==> config.mk <==
export PLATFORM = sky130hd
export DESIGN_NAME = pad_poller
export DESIGN_NICKNAME = d
export VERILOG_FILES = /design/src/rtl/pad_poll_pkg.sv /design/src/rtl/pad_tick_gen.sv /design/src/rtl/pad_sync.sv /design/src/rtl/pad_seq.sv /design/src/rtl/pad_poller.sv
export SDC_FILE = /design/constraint.sdc
export NUM_CORES = 1
export LEC_CHECK = 0
export ABC_CLOCK_PERIOD_IN_PS = 1600
export BUFFER_PORTS_ARGS = -buffer_cell sky130_fd_sc_hd__buf_2
export CAP_MARGIN = 20
export CORE_UTILIZATION = 50
export DETAILED_ROUTE_END_ITERATION = 8
export PLACE_DENSITY = 0.71
export SKIP_CTS_REPAIR_TIMING = 1
export SLEW_MARGIN = 20
export SYNTH_ARGS = -nofsm -noshare
export SYNTH_HDL_FRONTEND = slang
export SYNTH_HIERARCHICAL = 1
export SYNTH_SLANG_ARGS = --single-unit
==> constraint.sdc <==
create_clock -name clk -period 1.6 [get_ports clk]
set_input_delay 0.32 -clock clk [delete_from_list [all_inputs] [get_ports clk]]
set_output_delay 0.32 -clock clk [all_outputs]
set_load 0.005 [all_outputs]
==> src/rtl/pad_poll_pkg.sv <==
package pad_poll_pkg;
  localparam int BTN_W = 8;
  typedef logic [BTN_W-1:0] btn_vec_t;
  typedef enum logic [1:0] {
    SEQ_IDLE  = 2'd0,
    SEQ_LATCH = 2'd1,
    SEQ_LOW   = 2'd2,
    SEQ_HIGH  = 2'd3
  } seq_st_e;
endpackage

==> src/rtl/pad_tick_gen.sv <==
module pad_tick_gen #(
  parameter int DIV = 30
) (
  input  logic clk,
  input  logic rst_n,
  output logic tick_o
);
  localparam int CW = (DIV > 1) ? $clog2(DIV) : 1;
  localparam logic [CW-1:0] LAST = CW'(DIV - 1);

  logic [CW-1:0] cnt_q;

  always_ff @(posedge clk) begin
    if (!rst_n) begin
      cnt_q  <= '0;
      tick_o <= 1'b0;
    end else begin
      tick_o <= (cnt_q == LAST);
      cnt_q  <= (cnt_q == LAST) ? '0 : cnt_q + 1'b1;
    end
  end
endmodule

==> src/rtl/pad_sync.sv <==
module pad_sync #(
  parameter int W      = 1,
  parameter int STAGES = 2
) (
  input  logic         clk,
  input  logic         rst_n,
  input  logic [W-1:0] d_i,
  output logic [W-1:0] q_o
);
  logic [W-1:0] stg_q [STAGES];

  for (genvar s = 0; s < STAGES; s++) begin : g_stage
    always_ff @(posedge clk) begin
      if (!rst_n)      stg_q[s] <= '1;
      else if (s == 0) stg_q[s] <= d_i;
      else             stg_q[s] <= stg_q[(s > 0) ? s - 1 : 0];
    end
  end

  assign q_o = stg_q[STAGES-1];
endmodule

==> src/rtl/pad_seq.sv <==
module pad_seq
  import pad_poll_pkg::*;
#(
  parameter int LATCH_TICKS = 2
) (
  input  logic     clk,
  input  logic     rst_n,
  input  logic     tick_i,
  input  logic     din_n_i,
  output logic     latch_o,
  output logic     sclk_o,
  output btn_vec_t state_o
);
  localparam int LW = (LATCH_TICKS > 1) ? $clog2(LATCH_TICKS) : 1;
  localparam int BW = $clog2(BTN_W);
  localparam logic [LW-1:0] L_LAST = LW'(LATCH_TICKS - 1);
  localparam logic [BW-1:0] B_LAST = BW'(BTN_W - 1);

  seq_st_e       st_q;
  logic [LW-1:0] lcnt_q;
  logic [BW-1:0] bit_q;
  btn_vec_t      shr_q;

  always_ff @(posedge clk) begin
    if (!rst_n) begin
      st_q    <= SEQ_IDLE;
      lcnt_q  <= '0;
      bit_q   <= '0;
      shr_q   <= '0;
      state_o <= '0;
    end else if (tick_i) begin
      unique case (st_q)
        SEQ_IDLE: begin
          st_q   <= SEQ_LATCH;
          lcnt_q <= '0;
        end
        SEQ_LATCH: begin
          if (lcnt_q == L_LAST) begin
            st_q  <= SEQ_LOW;
            bit_q <= '0;
          end else begin
            lcnt_q <= lcnt_q + 1'b1;
          end
        end
        SEQ_LOW: begin
          shr_q[bit_q] <= ~din_n_i;
          st_q         <= SEQ_HIGH;
        end
        SEQ_HIGH: begin
          if (bit_q == B_LAST) begin
            state_o <= shr_q;
            st_q    <= SEQ_LATCH;
            lcnt_q  <= '0;
          end else begin
            bit_q <= bit_q + 1'b1;
            st_q  <= SEQ_LOW;
          end
        end
        default: st_q <= SEQ_IDLE;
      endcase
    end
  end

  assign latch_o = (st_q == SEQ_LATCH);
  assign sclk_o  = (st_q == SEQ_HIGH);
endmodule

==> src/rtl/pad_poller.sv <==
module pad_poller
  import pad_poll_pkg::*;
#(
  parameter int NUM_PORTS   = 2,
  parameter int TICK_DIV    = 30,
  parameter int LATCH_TICKS = 2,
  parameter int SYNC_STAGES = 2,
  localparam int SEL_W      = (NUM_PORTS > 1) ? $clog2(NUM_PORTS) : 1
) (
  input  logic                 clk,
  input  logic                 rst_n,
  output logic [NUM_PORTS-1:0] pad_latch,
  output logic [NUM_PORTS-1:0] pad_sclk,
  input  logic [NUM_PORTS-1:0] pad_data_n,
  input  logic [SEL_W-1:0]     rd_sel,
  output logic [BTN_W-1:0]     rd_data
);
  logic                 tick;
  logic [NUM_PORTS-1:0] data_n_s;
  btn_vec_t             held [NUM_PORTS];

  pad_tick_gen #(.DIV(TICK_DIV)) u_tick (
    .clk    (clk),
    .rst_n  (rst_n),
    .tick_o (tick)
  );

  pad_sync #(.W(NUM_PORTS), .STAGES(SYNC_STAGES)) u_sync (
    .clk   (clk),
    .rst_n (rst_n),
    .d_i   (pad_data_n),
    .q_o   (data_n_s)
  );

  for (genvar p = 0; p < NUM_PORTS; p++) begin : g_port
    pad_seq #(.LATCH_TICKS(LATCH_TICKS)) u_seq (
      .clk     (clk),
      .rst_n   (rst_n),
      .tick_i  (tick),
      .din_n_i (data_n_s[p]),
      .latch_o (pad_latch[p]),
      .sclk_o  (pad_sclk[p]),
      .state_o (held[p])
    );
  end

  always_comb begin
    rd_data = '0;
    for (int p = 0; p < NUM_PORTS; p++) begin
      if (SEL_W'(p) == rd_sel) rd_data = held[p];
    end
  end
endmodule

==> metrics, run 1 <==
Setup TNS 0 ns; total CTS buffers 5; TritonCTS clock tree done; final core utilization 0.586; Remaining DRCs 0; worst vdd ir around 0.48 mV; ratio of cells with drive above 1 in the final layout 0.219; Netlist Area Pre-Place 2420 um^2; Crit Path Max Fanout 6; Ant. Diodes 0; Syn Nets roughly 250; post-synth top area cell dfxtp_1; largest net degree at the start of global routing 23; clk_skew approximately 0.005 ns; HP Class input port to flip-flop; main area contributors after synthesis dfxtp_1 45%, mux2i_1 6.6%, nand3_1 5.2%, mux2_4 5.0%, nand2_1 4.7%; GRT overflow 0; number of enable flip-flop cells after synthesis 0; ys flop type dfxtp_1; commonest non-fill, non-tap cell in the layout dfxtp_1; CORE AREA between 4000 and 5000 um^2; Synthesis Warnings 6; H-tree depth 2; Post-DP Area 2530 um^2; Area Growth Syn to Fin 9.05%; critical path endpoint category flip-flop; Cells after Synth about 240; worst-case headroom to the max-slew limit 0.779; pwr/cell area between 800 and 900 nW/um^2; Final Setup Violations 0; Static Leakage 1.13 nW; number of global-route vias before repair roughly 1400; outcome finished, final reports clean; Die Ht 71.6 um; Num Clock Sinks 54; clock-pin slew on the worst setup and hold paths approximately 0.090 ns; I/O pins 17; Final Hold Fails 0; Root Driver clkbuf_8; Placer Congestion around 0.79; cell row count 24; Tcrit/Tclk final 0.915; CP required approximately 1.8 ns; first-pass GRT wire length approximately 6.3 mm; I/O Buffers 16; Total GRT Usage 0.155; Final #Nets approximately 270; Least-Margin Pin Slew around 0.33 ns; Yosys top cell area share 0.447; Critical Path Start Type flip-flop; syn_area_per_cell between 10 and 15 um^2; post-DP HPWL roughly 2.7 mm; Final min period ~1.5 ns; worst hold slack slightly below 0.2 ns; Die Wd roughly 72 um; Layout Cells excl Fill between 300 and 400; fraction of registers with async set/reset 0; arrival time worst endpoint between 1.5 and 2 ns; # Max-Cap Violations 0; drt initial violations 80; Routed Antenna Nets 0; Die ar. about 5100 um^2; clk buf depth 2; antenna violations before repair 0; vias per inst roughly 5.3; Cell variety after synth between 40 and 50; Post-Route WL roughly 3.8 mm; Seq cells post-synth 54; max-slew violation count 0; clk_lat worst skew around 0.29 ns; Placed Cells incl. Taps 300; sequential-to-total area share from yosys stat 0.447; first drt pass iteration count 4; Fmax around 680 MHz; kind of critical path flip-flop to flip-flop; Via Count 1644; unrepaired setup endpoints after global routing false; post-route cell area approximately 2600 um^2; commonest non-fill, non-tap cells in the layout 50 x dfxtp_1, 30 x nand2_1, 25 x nand3_1, 16 x mux2i_1, 16 x buf_2; Starting Density 0.537; drt wl/cell 12.2 um
-- cells in the mapped netlist (2+ instances only) --
cell,number
a21oi_1,5
a22oi_1,2
a31o_1,2
a32o_1,4
and2_1,2
and4bb_1,4
buf_2,3
buf_4,2
buf_6,4
clkbuf_1,4
dfxtp_1,54
ha_1,6
inv_1,2
mux2_4,8
mux2i_1,16
nand2_1,30
nand2b_1,7
nand3_1,25
nand4_1,2
nand4b_1,3
nor2_1,7
nor2b_1,6
nor4b_4,2
o211a_1,2
o21ai_0,9
o21ai_1,9
-- logic make-up after synthesis --
kind of cell	Yosys count	synth area share
compound gates	36	0.0988
fa+ha+maj	6	0.0310
buf+inv	17	0.0471
mux	24	0.116
flops	54	0.447
xor+xnor	2	0.00724
simple gates	98	0.253
-- critical path, cell delays in order (launching register included) --
cell and delay, ns:
dfxtp_1 0.32, ha_1 0.19, ha_1 0.27, nand2_1 0.10
o2111ai_1 0.17, a32o_1 0.31
-- where the power goes --
part / total [W] / internal, W / switching, W
Combinational: 0.0000645 / 0.0000260 / 0.0000385
Sequential: 0.00136 / 0.00135 / 0.00000705
Clock: 0.000747 / 0.000350 / 0.000397
Total: 0.00217 / 0.00173 / 0.000443
-- state kept, by name, summed over array words and instances (netlist names) --
register / count
u_tick/cnt_q: 5
g_port.u_seq/shr_q: 16
u_sync/stg_q: 4
g_port.u_seq/st_q: 4
g_port.u_seq/bit_q: 6
g_port.u_seq/lcnt_q: 2
g_port.u_seq/state_o: 16
u_tick/tick_o: 1
-- metrics by stage --
stage	total power (W)	setup slack, ns
floorplan	0.00144	0.0982
global placement	0.00146	0.139
detailed placement	0.00146	0.104
CTS	0.00221	-0.00459
global route	0.00226	0.0403
finish	0.00217	0.135
-- layout make-up --
type	instances	area (um^2)
Multi-Input combinational cell	166	1230
Fill cell	409	1870
Clock inverter	1	5.00
Sequential cell	54	1090
Timing Repair Buffer	26	155
Clock buffer	7	86.3
Inverter	2	7.51
Tap cell	52	65.1
-- per-layer routing --
| metal | global-route usage | vias to the layer above | share of wire |
|---|---|---|---|
| met5 | 0 | - | 0 |
| li1 | - | 886 | - |
| met3 | 0.0352 | 4 | 0.024 |
| met4 | 0.0588 | 0 | 0.011 |
| met2 | 0.242 | 15 | 0.43 |
| met1 | 0.209 | 739 | 0.54 |
-- path summary, 6_finish.rpt --
kind	start	end	slack, ns	depth (start not counted)
worst max-delay path	g_port[0].u_seq/bit_q[0]	g_port[0].u_seq/bit_q[2]	0.14	5
worst min-delay path	pad_data_n[0]	u_sync/stg_q[0][0]	0.20	2
worst max register to register	g_port[0].u_seq/bit_q[0]	g_port[0].u_seq/bit_q[2]	0.14	5
worst min register to register	u_sync/stg_q[0][0]	u_sync/stg_q[1][0]	0.41	1
(Power assumes the default switching activity.)
==> run 2, diff against run 1 <==
--- a/config.mk
+++ b/config.mk
@@ -10,6 +10,7 @@
 export CAP_MARGIN = 20
 export CORE_UTILIZATION = 50
 export DETAILED_ROUTE_END_ITERATION = 8
+export MAX_ROUTING_LAYER = met4
 export PLACE_DENSITY = 0.71
 export SKIP_CTS_REPAIR_TIMING = 1
 export SLEW_MARGIN = 20
==> metrics, run 2 (synthesized netlist as in run 1, its figures left out) <==
outcome finished, final reports clean; H-tree depth 2; Tcrit/Tclk final 0.916; Top Registers g_port.u_seq/shr_q: 16 flops, g_port.u_seq/state_o: 16 flops, g_port.u_seq/bit_q: 6 flops; Die Wd 71.6 um; clock-pin slew on the worst setup and hold paths 0.09 ns; Post-DP Area 2530 um^2; Final Setup Violations 0; largest net degree at the start of global routing 23; CP required approximately 1.8 ns; Seq pwr share 0.626; post-DP HPWL 2.69 mm; first drt pass iteration count 4; clk_skew 0.00494 ns; arrival time worst endpoint 1.66 ns; overall power between 0.002 and 0.0025 W; Crit Path Max Fanout 6; Final Hold Fails 0; number of global-route vias before repair approximately 1400; crit path cell chain ha_1 > ha_1 > nand2_1 > o2111ai_1 > a32o_1; slowest library cell on the worst path dfxtp_1; Area Growth Syn to Fin 9.05%; Least-Margin Pin Slew between 0.3 and 0.4 ns; drt wl/cell about 12 um; Via Count about 1600; kind of critical path flip-flop to flip-flop; max incr delay on CP ~0.32 ns; commonest non-fill, non-tap cells in the layout 50 x dfxtp_1, 30 x nand2_1, 25 x nand3_1, 16 x mux2i_1, 16 x buf_2; most frequent CP cell ha_1; vias per inst between 5 and 6; Fmax ~680 MHz; Num Clock Sinks 54; critical path endpoint category flip-flop; ratio of cells with drive above 1 in the final layout 0.219; Total GRT Usage 0.159; GRT overflow 0; Comb power frac 0.030; cell row count 24; max-slew violation count 0; Starting Density 0.537; DP Worst Slack 0.104 ns; I/O pins 17; TritonCTS clock tree done; Routed Antenna Nets 0; commonest non-fill, non-tap cell in the layout dfxtp_1; pwr/cell area between 800 and 900 nW/um^2; HP Class input port to flip-flop; clk_lat worst skew 0.29 ns; Critical Path Start Type flip-flop; Root Driver clkbuf_8; unrepaired setup endpoints after global routing false; Die ar. between 5000 and 6000 um^2; # Max-Cap Violations 0; antenna violations before repair 0; Static Leakage 1.13 nW; drt initial violations 81; final core utilization 0.586; worst-case headroom to the max-slew limit 0.779; Int Power ~0.0017 W; total CTS buffers 5; clk buf depth 2; Die Ht approximately 72 um; Final min period between 1 and 1.5 ns; Psw roughly 0.00044 W; Clk pwr share 0.344; Ant. Diodes 0; I/O Buffers 16; PnR worst setup slack 0.135 ns; Sw Share 0.204; Final #Nets roughly 270; Remaining DRCs 0; worst hold slack between 0.15 and 0.2 ns; CORE AREA 4500 um^2; post-route cell area 2640 um^2; Post-Route WL ~3.8 mm; worst vdd ir around 0.48 mV; first-pass GRT wire length ~6.3 mm; Placer Congestion approximately 0.80
[run 2: cell counts in the layout (fill, tap and decap cells not counted)]
No cell type changed its count.
[run 2: layout make-up]
cell class,count,area [um^2]
repair buffers,26,155
well taps,52,65.1
multi-input cells,166,1230
inverters,2,7.51
fillers,409,1870
clock buffers,7,86.3
flip-flops and latches,54,1090
clock inverters,1,5.00
[run 2: power groups by stage]
stage / combinational, W / sequential, W / clock, W
floorplan: 0.0000456 / 0.00139 / 0
global placement: 0.0000641 / 0.00139 / 0
detailed placement: 0.0000649 / 0.00139 / 0
CTS: 0.0000648 / 0.00136 / 0.000781
global route: 0.0000719 / 0.00136 / 0.000825
finish: 0.0000645 / 0.00136 / 0.000747
[run 2: worst paths after layout]
path / startpoint / end / slack, ns / cells after the start
min: pad_data_n[0] / u_sync/stg_q[0][0] / 0.20 / 2
max: g_port[0].u_seq/bit_q[0] / g_port[0].u_seq/bit_q[2] / 0.14 / 5
max reg2reg: g_port[0].u_seq/bit_q[0] / g_port[0].u_seq/bit_q[2] / 0.14 / 5
min reg2reg: u_sync/stg_q[0][0] / u_sync/stg_q[1][0] / 0.41 / 1
[run 2: worst max-delay path: cells and delay by family (launching register included)]
kind	cells	cell delay, ns
AOI/OAI and AO/OA	2	0.48
adders and majority gates	2	0.46
DFF	1	0.32
and+or+nand+nor	1	0.10
[run 2: layer usage]
layer	track usage	share of wire	wire, um	vias up
li1	-	-	-	886
met1	0.209	0.54	2030	739
met2	0.242	0.43	1610	15
met3	0.0352	0.024	89	4
met4	0.0588	0.0095	36	0
met5	-	0	0	-
[run 2: per-stage QoR]
step | setup TNS (ns) | std cells
after floorplan | 0 | 237
after global placement | 0 | 300
after detailed placement | 0 | 300
after CTS | -0.00483 | 308
after global routing | 0 | 308
final | 0 | 308
